--- src/rtl/ofdm_rx_frame_buf.sv ---
module ofdm_rx_frame_buf #(
  parameter int SAMPLE_W   = 14,
  parameter int SYM_LEN    = 20,
  parameter int CP_LEN     = 4,
  parameter int FRAME_SYMS = 4,
  localparam int KEEP      = FRAME_SYMS - 1,
  localparam int IDXW      = (KEEP > 1) ? $clog2(KEEP) : 1
) (
  input  logic                clk,
  input  logic                rst_n,
  input  logic [SAMPLE_W-1:0] in_sample,
  input  logic                in_valid,
  input  logic                frame_start,
  output logic [SAMPLE_W-1:0] out_sample,
  output logic                out_valid,
  output logic                out_last,
  output logic [IDXW-1:0]     out_sym
);
  localparam int FFT_N = SYM_LEN - CP_LEN;
  localparam int DEPTH = KEEP * FFT_N;
  localparam int OW    = $clog2(SYM_LEN);
  localparam int SW    = $clog2(FRAME_SYMS);
  localparam int FW    = $clog2(FFT_N);
  localparam int AW    = $clog2(DEPTH + 1);

  typedef enum logic [1:0] {S_IDLE, S_CAP, S_READ} state_t;
  state_t st;

  logic [OW-1:0]       off;
  logic [SW-1:0]       sym;
  logic [AW-1:0]       wr_addr, rd_addr;
  logic [FW-1:0]       rd_off;
  logic [IDXW-1:0]     rd_sym;
  logic [SAMPLE_W-1:0] mem [DEPTH];

  wire start     = (st == S_IDLE) && in_valid && frame_start;
  wire take      = (st == S_CAP) && in_valid;
  wire wr_en     = take && (sym != '0) && (off >= OW'(CP_LEN));
  wire sym_end   = (off == OW'(SYM_LEN - 1));
  wire frame_end = take && sym_end && (sym == SW'(FRAME_SYMS - 1));
  wire blk_end   = (rd_off == FW'(FFT_N - 1));
  wire rd_done   = (st == S_READ) && blk_end && (rd_sym == IDXW'(KEEP - 1));

  always_ff @(posedge clk) begin
    if (!rst_n) begin
      st <= S_IDLE;
      off <= '0;
      sym <= '0;
      wr_addr <= '0;
      rd_addr <= '0;
      rd_off <= '0;
      rd_sym <= '0;
      out_valid <= 1'b0;
      out_last <= 1'b0;
      out_sym <= '0;
    end else begin
      out_valid <= (st == S_READ);
      out_last  <= (st == S_READ) && blk_end;
      out_sym   <= rd_sym;
      case (st)
        S_IDLE: if (start) begin
          st <= S_CAP;
          off <= OW'(1);
          sym <= '0;
          wr_addr <= '0;
        end
        S_CAP: if (take) begin
          if (sym_end) begin
            off <= '0;
            sym <= sym + 1'b1;
          end else begin
            off <= off + 1'b1;
          end
          if (wr_en) wr_addr <= wr_addr + 1'b1;
          if (frame_end) begin
            st <= S_READ;
            rd_addr <= '0;
            rd_off <= '0;
            rd_sym <= '0;
          end
        end
        S_READ: begin
          rd_addr <= rd_addr + 1'b1;
          if (blk_end) begin
            rd_off <= '0;
            rd_sym <= rd_sym + 1'b1;
          end else begin
            rd_off <= rd_off + 1'b1;
          end
          if (rd_done) st <= S_IDLE;
        end
        default: st <= S_IDLE;
      endcase
    end
  end

  always_ff @(posedge clk) begin
    if (wr_en) mem[wr_addr[$clog2(DEPTH)-1:0]] <= in_sample;
    out_sample <= mem[rd_addr[$clog2(DEPTH)-1:0]];
  end

  assert_mem_bound_R2: assert property (@(posedge clk) disable iff (!rst_n)
    wr_en |-> (wr_addr < AW'(DEPTH)));
  assert_block_contig_R3: assert property (@(posedge clk) disable iff (!rst_n)
    (out_valid && !out_last) |=> out_valid);
  assert_last_qual_R4: assert property (@(posedge clk) disable iff (!rst_n)
    out_last |-> out_valid);
  assert_sym_range_R5: assert property (@(posedge clk) disable iff (!rst_n)
    out_valid |-> (out_sym < IDXW'(KEEP)));
  assert_hold_pos_R6: assert property (@(posedge clk) disable iff (!rst_n)
    (st == S_CAP && !in_valid) |=> ($stable(off) && $stable(sym)));
  assert_cap_ignore_R7: assert property (@(posedge clk) disable iff (!rst_n)
    (st == S_CAP && frame_start && !frame_end) |=> (st == S_CAP));
  assert_read_lock_R8: assert property (@(posedge clk) disable iff (!rst_n)
    (st == S_READ) |=> $stable(wr_addr));
endmodule

--- config.mk ---
export PLATFORM = sky130hd
export DESIGN_NAME = ofdm_rx_frame_buf
export DESIGN_NICKNAME = d
export VERILOG_FILES = /design/src/rtl/ofdm_rx_frame_buf.sv
export SDC_FILE = /design/constraint.sdc
export NUM_CORES = 1
export LEC_CHECK = 0
export ABC_AREA = 1
export CAP_MARGIN = 20
export CORE_MARGIN = 8
export CORE_UTILIZATION = 60
export CTS_CLUSTER_DIAMETER = 150
export CTS_CLUSTER_SIZE = 28
export DETAILED_ROUTE_END_ITERATION = 8
export GPL_TIMING_DRIVEN = 0
export HOLD_SLACK_MARGIN = 0.05
export PLACE_DENSITY = 0.78
export SLEW_MARGIN = 20
export SYNTH_ARGS = -nofsm -noshare
export SYNTH_HDL_FRONTEND = slang
export SYNTH_SLANG_ARGS = --single-unit
export TNS_END_PERCENT = 1
--- constraint.sdc ---
create_clock -name clk -period 3.3 [get_ports clk]
set_input_delay 0.33 -clock clk [delete_from_list [all_inputs] [get_ports clk]]
set_output_delay 0.33 -clock clk [all_outputs]
set_load 0.1 [all_outputs]
# After elaboration in Yosys (flattened, before gate mapping)
# Memory sizes are Yosys's and may differ from the RTL's. A register that Yosys moved wholly into a read port is not among the register bits.
# Cells that the tools add are included.
# totals
input_bits,18
memories,1
reg_bits,31
romBits,0
out_inout_bits,18
mem_bits_rw,672
latch_bits,0
# memory_table
name,depth,width,read_ports,rd_ports_with_merged_regs,write_ports,line_no,source
mem,48,14,1,1,1,34,logic [SAMPLE_W-1:0] mem [DEPTH];
# classes
n_div,0
n_addsub,6
n_shift,0
n_mux,30
magnitude_cmp,1
n_reduce_logical,19
n_mul,0
n_eq_ne,13
n_bitwise,0
# op_table
operator,count
6-bit 2-to-1 mux,5
6-bit case mux with 2 select lines,2
2-bit 2-to-1 mux,10
4-bit AND reduction,4
5-bit 2-to-1 mux,3
2-bit != test (second input constant),7
6-bit by 1-bit adder with 6-bit output (second input constant),2
4-bit 2-to-1 mux,3
5-bit case mux with 2 select lines,1
1-bit logical AND,9
2-bit case mux with 2 select lines,2
4-bit case mux with 2 select lines,1
2-bit == test (second input constant),3
2-bit case mux with 3 select lines,1
3-bit AND reduction,2
2-bit nonzero test,3
5-bit by 1-bit adder with 5-bit output (second input constant),1
5-bit == test (second input constant),1
5-bit by 3-bit >= comparator with 1-bit output (second input constant),1
2-bit by 1-bit adder with 2-bit output (second input constant),2
4-bit by 1-bit adder with 4-bit output (second input constant),1
4-bit == test (second input constant),1
2-bit by 1-bit == test with 1-bit output (second input constant),1
2-bit zero test,1
1-bit 2-to-1 mux,2

# Longest topological paths before layout
# logic_depth
ltp_word,7
mapped_depth,12

# Worst setup path after synthesis
# Ideal clock, no wire load.
# synth_path
kind,flip-flop to flip-flop
startpoint,register st[0]
endpoint,"memory mem[24][0], enable pin"
t_arrival_ps,2307
synth_period_minus_slack_ps,2729
t_required_ps,2879
stages_incl_launch_ff,7
n_path_buf,0
slack_ps,571
cell_sequence,dfxtp_1 nand2_1 nor2_2 nand3_1 inv_2 nand2_1 nor4_1
# synth_between
elab_chain_len,6
# synth_rtl
element,line_no,source
from (decl),27,state_t st;
from (signal assigned),46,st <= S_IDLE;
from (signal assigned),62,st <= S_CAP;
from (signal assigned),76,st <= S_READ;
2-bit by 1-bit == test with 1-bit output,37,wire take = (st == S_CAP) && in_valid;
1-bit logical AND,37,
1-bit logical AND (2 in a row),38,wire wr_en = take && (sym != '0) && (off >= OW'(CP_LEN));
1-bit 2-to-1 mux,98,if (wr_en) mem[wr_addr[$clog2(DEPTH)-1:0]] <= in_sample;
1-bit 2-to-1 mux (implied by the code),98,
to (decl),34,
# No other way between the ends.

# Final worst setup path
# layout_path
startpoint,register st[0]
endpoint,"memory mem[11][3], enable pin"
# The elaborated chain is that of the path after synthesis.

==> results.rst <==
.. list-table::
   :header-rows: 1

   * - Metric
     - Value
   * - Number of max-slew violations in the final report
     - 0
   * - CP most frequent cell
     - nor2_2
   * - Critical path destination
     - mem[11][3]
   * - Worst-margin pin slew
     - 1.015 ns
   * - Reg-to-reg setup timing slack
     - 0.20 ns
   * - Max Clk Rate
     - 323.0 MHz
   * - Min-Delay Path Class
     - primary input to flop
   * - Leftover overflow at the end of global routing
     - 0
   * - Remaining design rule violation count
     - 0
   * - Arrival time at the worst endpoint
     - 3.34 ns
   * - Share of power burned in combinational logic
     - 1.8%
   * - Total number of cells along the worst setup path
     - 6
   * - Clock network fraction of design power
     - 29.8%
   * - Combined area of all synthesized cells
     - 29800 µm²
   * - Portion of the post-synthesis area used by sequential elements
     - 70.73%
   * - Number of synthesized flops with an enable pin
     - 672
   * - Iteration count of the initial detailed-routing pass
     - 6
   * - Buf/Inv on CP
     - 1
   * - Number of nets with antenna violations after detailed routing
     - 0
   * - Clock Skew
     - 0.02092 ns
   * - Dominant register cell in the synthesized netlist
     - edfxtp_1
   * - CP endpoint kind
     - flop
   * - Peak ir drop on the vdd network
     - 0.0004382 V
   * - Number of standard cells after synthesis
     - 2800
   * - Hold Violations, Final
     - 0
   * - Area of combinational cells with multiple inputs
     - 7192 µm²
   * - Most area-consuming cells after synthesis
     - edfxtp_1 68%, nand2_1 9.4%, nand3_1 5.6%, nor2_1 4.5%, inv_1 3.4%
   * - Synth top area share
     - 67.71%
   * - Length in cells of the worst reg-to-reg path
     - 6
   * - Detail Placement HPWL
     - 56440 µm
   * - Detail-routed net length per standard cell
     - 22.55 µm
   * - DIE AREA
     - 57060 µm²
   * - Power per cell area
     - 449.2 nW/µm²
   * - Height of the die
     - 238.9 µm
   * - Worst R2R Start
     - st[0]
   * - Setup violations, final
     - 0
   * - Horizontal die dimension
     - 238.9 µm
   * - Worst slew margin relative to its limit
     - 32.15%
   * - Total CTS buffers
     - 29
   * - Post-Syn Nets
     - 2826
   * - Library cell contributing the largest single delay on the critical path
     - nor2_2
   * - I/O Pins
     - 36
   * - Clock root buffer
     - clkbuf_16
   * - CP required
     - 3.55 ns
   * - Layout cell share with drive strength beyond 1
     - 6.760%
   * - Reg2Reg Capture Point
     - mem[11][3]
   * - Initial antenna violation count
     - 2
   * - Setup fix buffers added after clock tree synthesis
     - 0
   * - DR vias/cell
     - 5.850
   * - Max FO, Critical Path
     - 14
   * - Start point of the critical path
     - st[0]
   * - Placeable core region
     - 48950 µm²
   * - Critical Path, Cell by Cell
     - nand2_1 -> nor2_2 -> nand3_1 -> inv_2 -> nand4_1 -> nor2_2
   * - Global placer's final weighted congestion
     - 0.9942
   * - Static leakage
     - 12.29 nW
   * - Total of buffers placed on input and output ports
     - 35
   * - Post-synthesis to final-layout area growth
     - 8.396%
   * - Bufs on Longest Clock Path
     - 3
   * - Hold-fix buffers, CTS
     - 0
   * - Wire length of the first global-routing pass
     - 118200 µm
   * - Antenna diode instance count
     - 0
   * - Setup repair after global routing missed its margin
     - no
   * - Switching power summed over all nets
     - 0.002847 W
   * - Top cell family by delay on the critical path
     - simple AND/OR/NAND/NOR gates
   * - Min Tclk post-route
     - 3.096 ns
   * - Number of gates resized after cts
     - 0
   * - Sequential cell area
     - 21080 µm²
   * - Largest net degree at the start of global routing
     - 49
   * - Result of the run
     - finished, final reports clean
   * - Total number of nets in the final design
     - 2918
   * - All-Layer GR Usage
     - 27.80%
   * - Worst slack on hold paths
     - 0.1047 ns
   * - Via count of the first global-routing pass
     - 19880
   * - Wire length after detailed routing
     - 80680 µm
   * - Via count
     - 20930
   * - Number of filler cells placed in the layout
     - 3568
   * - Flop and latch count out of synthesis
     - 717
   * - Initial standard-cell utilization of the core
     - 60.88%
   * - Later-pin clock latency in the skew report
     - 0.62 ns
   * - Async set or reset register ratio after synthesis
     - 0%
   * - CP peak stage delay
     - 0.98 ns
   * - Clock tree from TritonCTS
     - built
   * - Iteration-0 DRC count of the detailed router
     - 2755
   * - Warnings, synthesis
     - 0
   * - Internal portion of total power
     - 0.01166 W
   * - Crit Path Class
     - flop to flop
   * - Sw Ratio
     - 19.62%
   * - Number of clock sinks seen by CTS
     - 717
   * - Average size of a mapped cell
     - 10.64 µm²
   * - Clock transition time at the flip-flop clock pins of the worst setup and hold paths
     - 0.11 ns
   * - Cell type with the largest total area after synthesis
     - edfxtp_1
   * - H-tree depth
     - 1
   * - Nature of the critical path startpoint
     - flop
   * - Number of max-cap violations
     - 0
   * - Final cell utilization of the core
     - 66.00%
   * - Yosys cell types
     - 31
   * - Row count
     - 81
   * - Part of the power in registers
     - 68.4%
   * - Fin crit share
     - 93.82%
## cell usage in the layout (no fill, tap or decap), types with 3 or more instances in the layout
cell type / n
nor2_2: 46
nand2_1: 749
inv_1: 267
inv_2: 5
dfxtp_1: 45
clkbuf_16: 29
clkinv_1: 3
buf_2: 80
nor2_1: 313
nor3_1: 5
nand3_1: 331
xor2_1: 3
a21oi_1: 48
buf_1: 22
buf_4: 7
buf_8: 8
nand4_1: 6
clkbuf_1: 75
clkdlybuf4s50_1: 21
or2_2: 3
o21ai_1: 5
o21ai_0: 137
ha_1: 8
edfxtp_1: 672
buf_12: 8
buf_16: 4
## per-stage QoR
step	instances	setup TNS [ns]	setup WS [ns]	cell area (µm²)	power (W)
after floorplan	2800	0	0.5713	29800	0.01016
after global placement	3499	-64.39	-1.972	30980	0.01037
after detailed placement	3525	-5.600	-0.2433	31450	0.01038
after CTS	3578	0	0.06546	32280	0.01449
after global routing	3578	0	0.07831	32310	0.01478
final	3578	0	0.2041	32310	0.01451
## state kept, by name (all words and copies together), names as in the netlist
name	flops
out_valid	1
off	5
out_sample	14
wr_addr	6
rd_addr	6
out_sym	2
rd_off	4
st	2
mem	672
rd_sym	2
out_last	1
sym	2
## cell usage after synthesis (2+ instances only)
master	instances
or2_2	3
nand3_1	331
o21ai_0	137
nand2_1	749
nor2_1	359
dfxtp_1	45
ha_1	8
edfxtp_1	672
clkbuf_1	52
buf_4	3
buf_1	22
nor4_1	2
xor2_1	3
a21oi_1	48
inv_2	5
buf_2	65
nand4_1	6
clkinv_1	3
inv_1	267
o21ai_1	5
nor3_1	5
## area by class of cell
class	instances	share of cell area (%)
Inverter	275	3.195
Timing Repair Buffer	61	2.219
Clock inverter	1	0.05035
Buffer	142	1.936
Tap cell	664	2.572
Multi-Input combinational cell	1666	22.26
Clock buffer	52	2.514
Sequential cell	717	65.25
## cell families (layout without fill, tap and decap cells)
kind of cell	after synthesis	count (layout)	share of synthesized area, %
simple gates	1460	1460	19.95
flops	717	717	70.73
buf+inv	417	531	5.563
compound gates	194	194	3.304
fa+ha+maj	8	8	0.3359
xor+xnor	4	4	0.1176
## per-layer routing
layer	routed length (µm)	vias up	global-route usage [%]
met4	4461	0	13.49
met2	37850	1311	45.63
li1	-	9466	-
met5	0	-	0
met3	9544	231	5.486
met1	28820	9922	35.36
## how the worst min path moves through the flow
stage | from | cells after the start | end | slack [ns]
floorplan | rd_sym[0] | 2 | out_sym[0] | 0.42
global placement | rd_sym[1] | 2 | out_sym[1] | 0.44
detailed placement | rd_sym[1] | 2 | out_sym[1] | 0.45
CTS | in_sample[0] | 1 | mem[40][0] | 0.09
global route | in_sample[0] | 1 | mem[40][0] | 0.09
finish | in_sample[0] | 1 | mem[40][0] | 0.10
## power groups by stage
stage	sequential, W	clock, W	combinational, W
after CTS	0.00992	0.00431	0.000255
after detailed placement	0.0101	0	0.000254
after global placement	0.0102	0	0.000215
after global routing	0.00992	0.00459	0.000268
after floorplan	0.0101	0	0.0000292
final	0.00992	0.00433	0.000262
(Power assumes the default switching activity.)
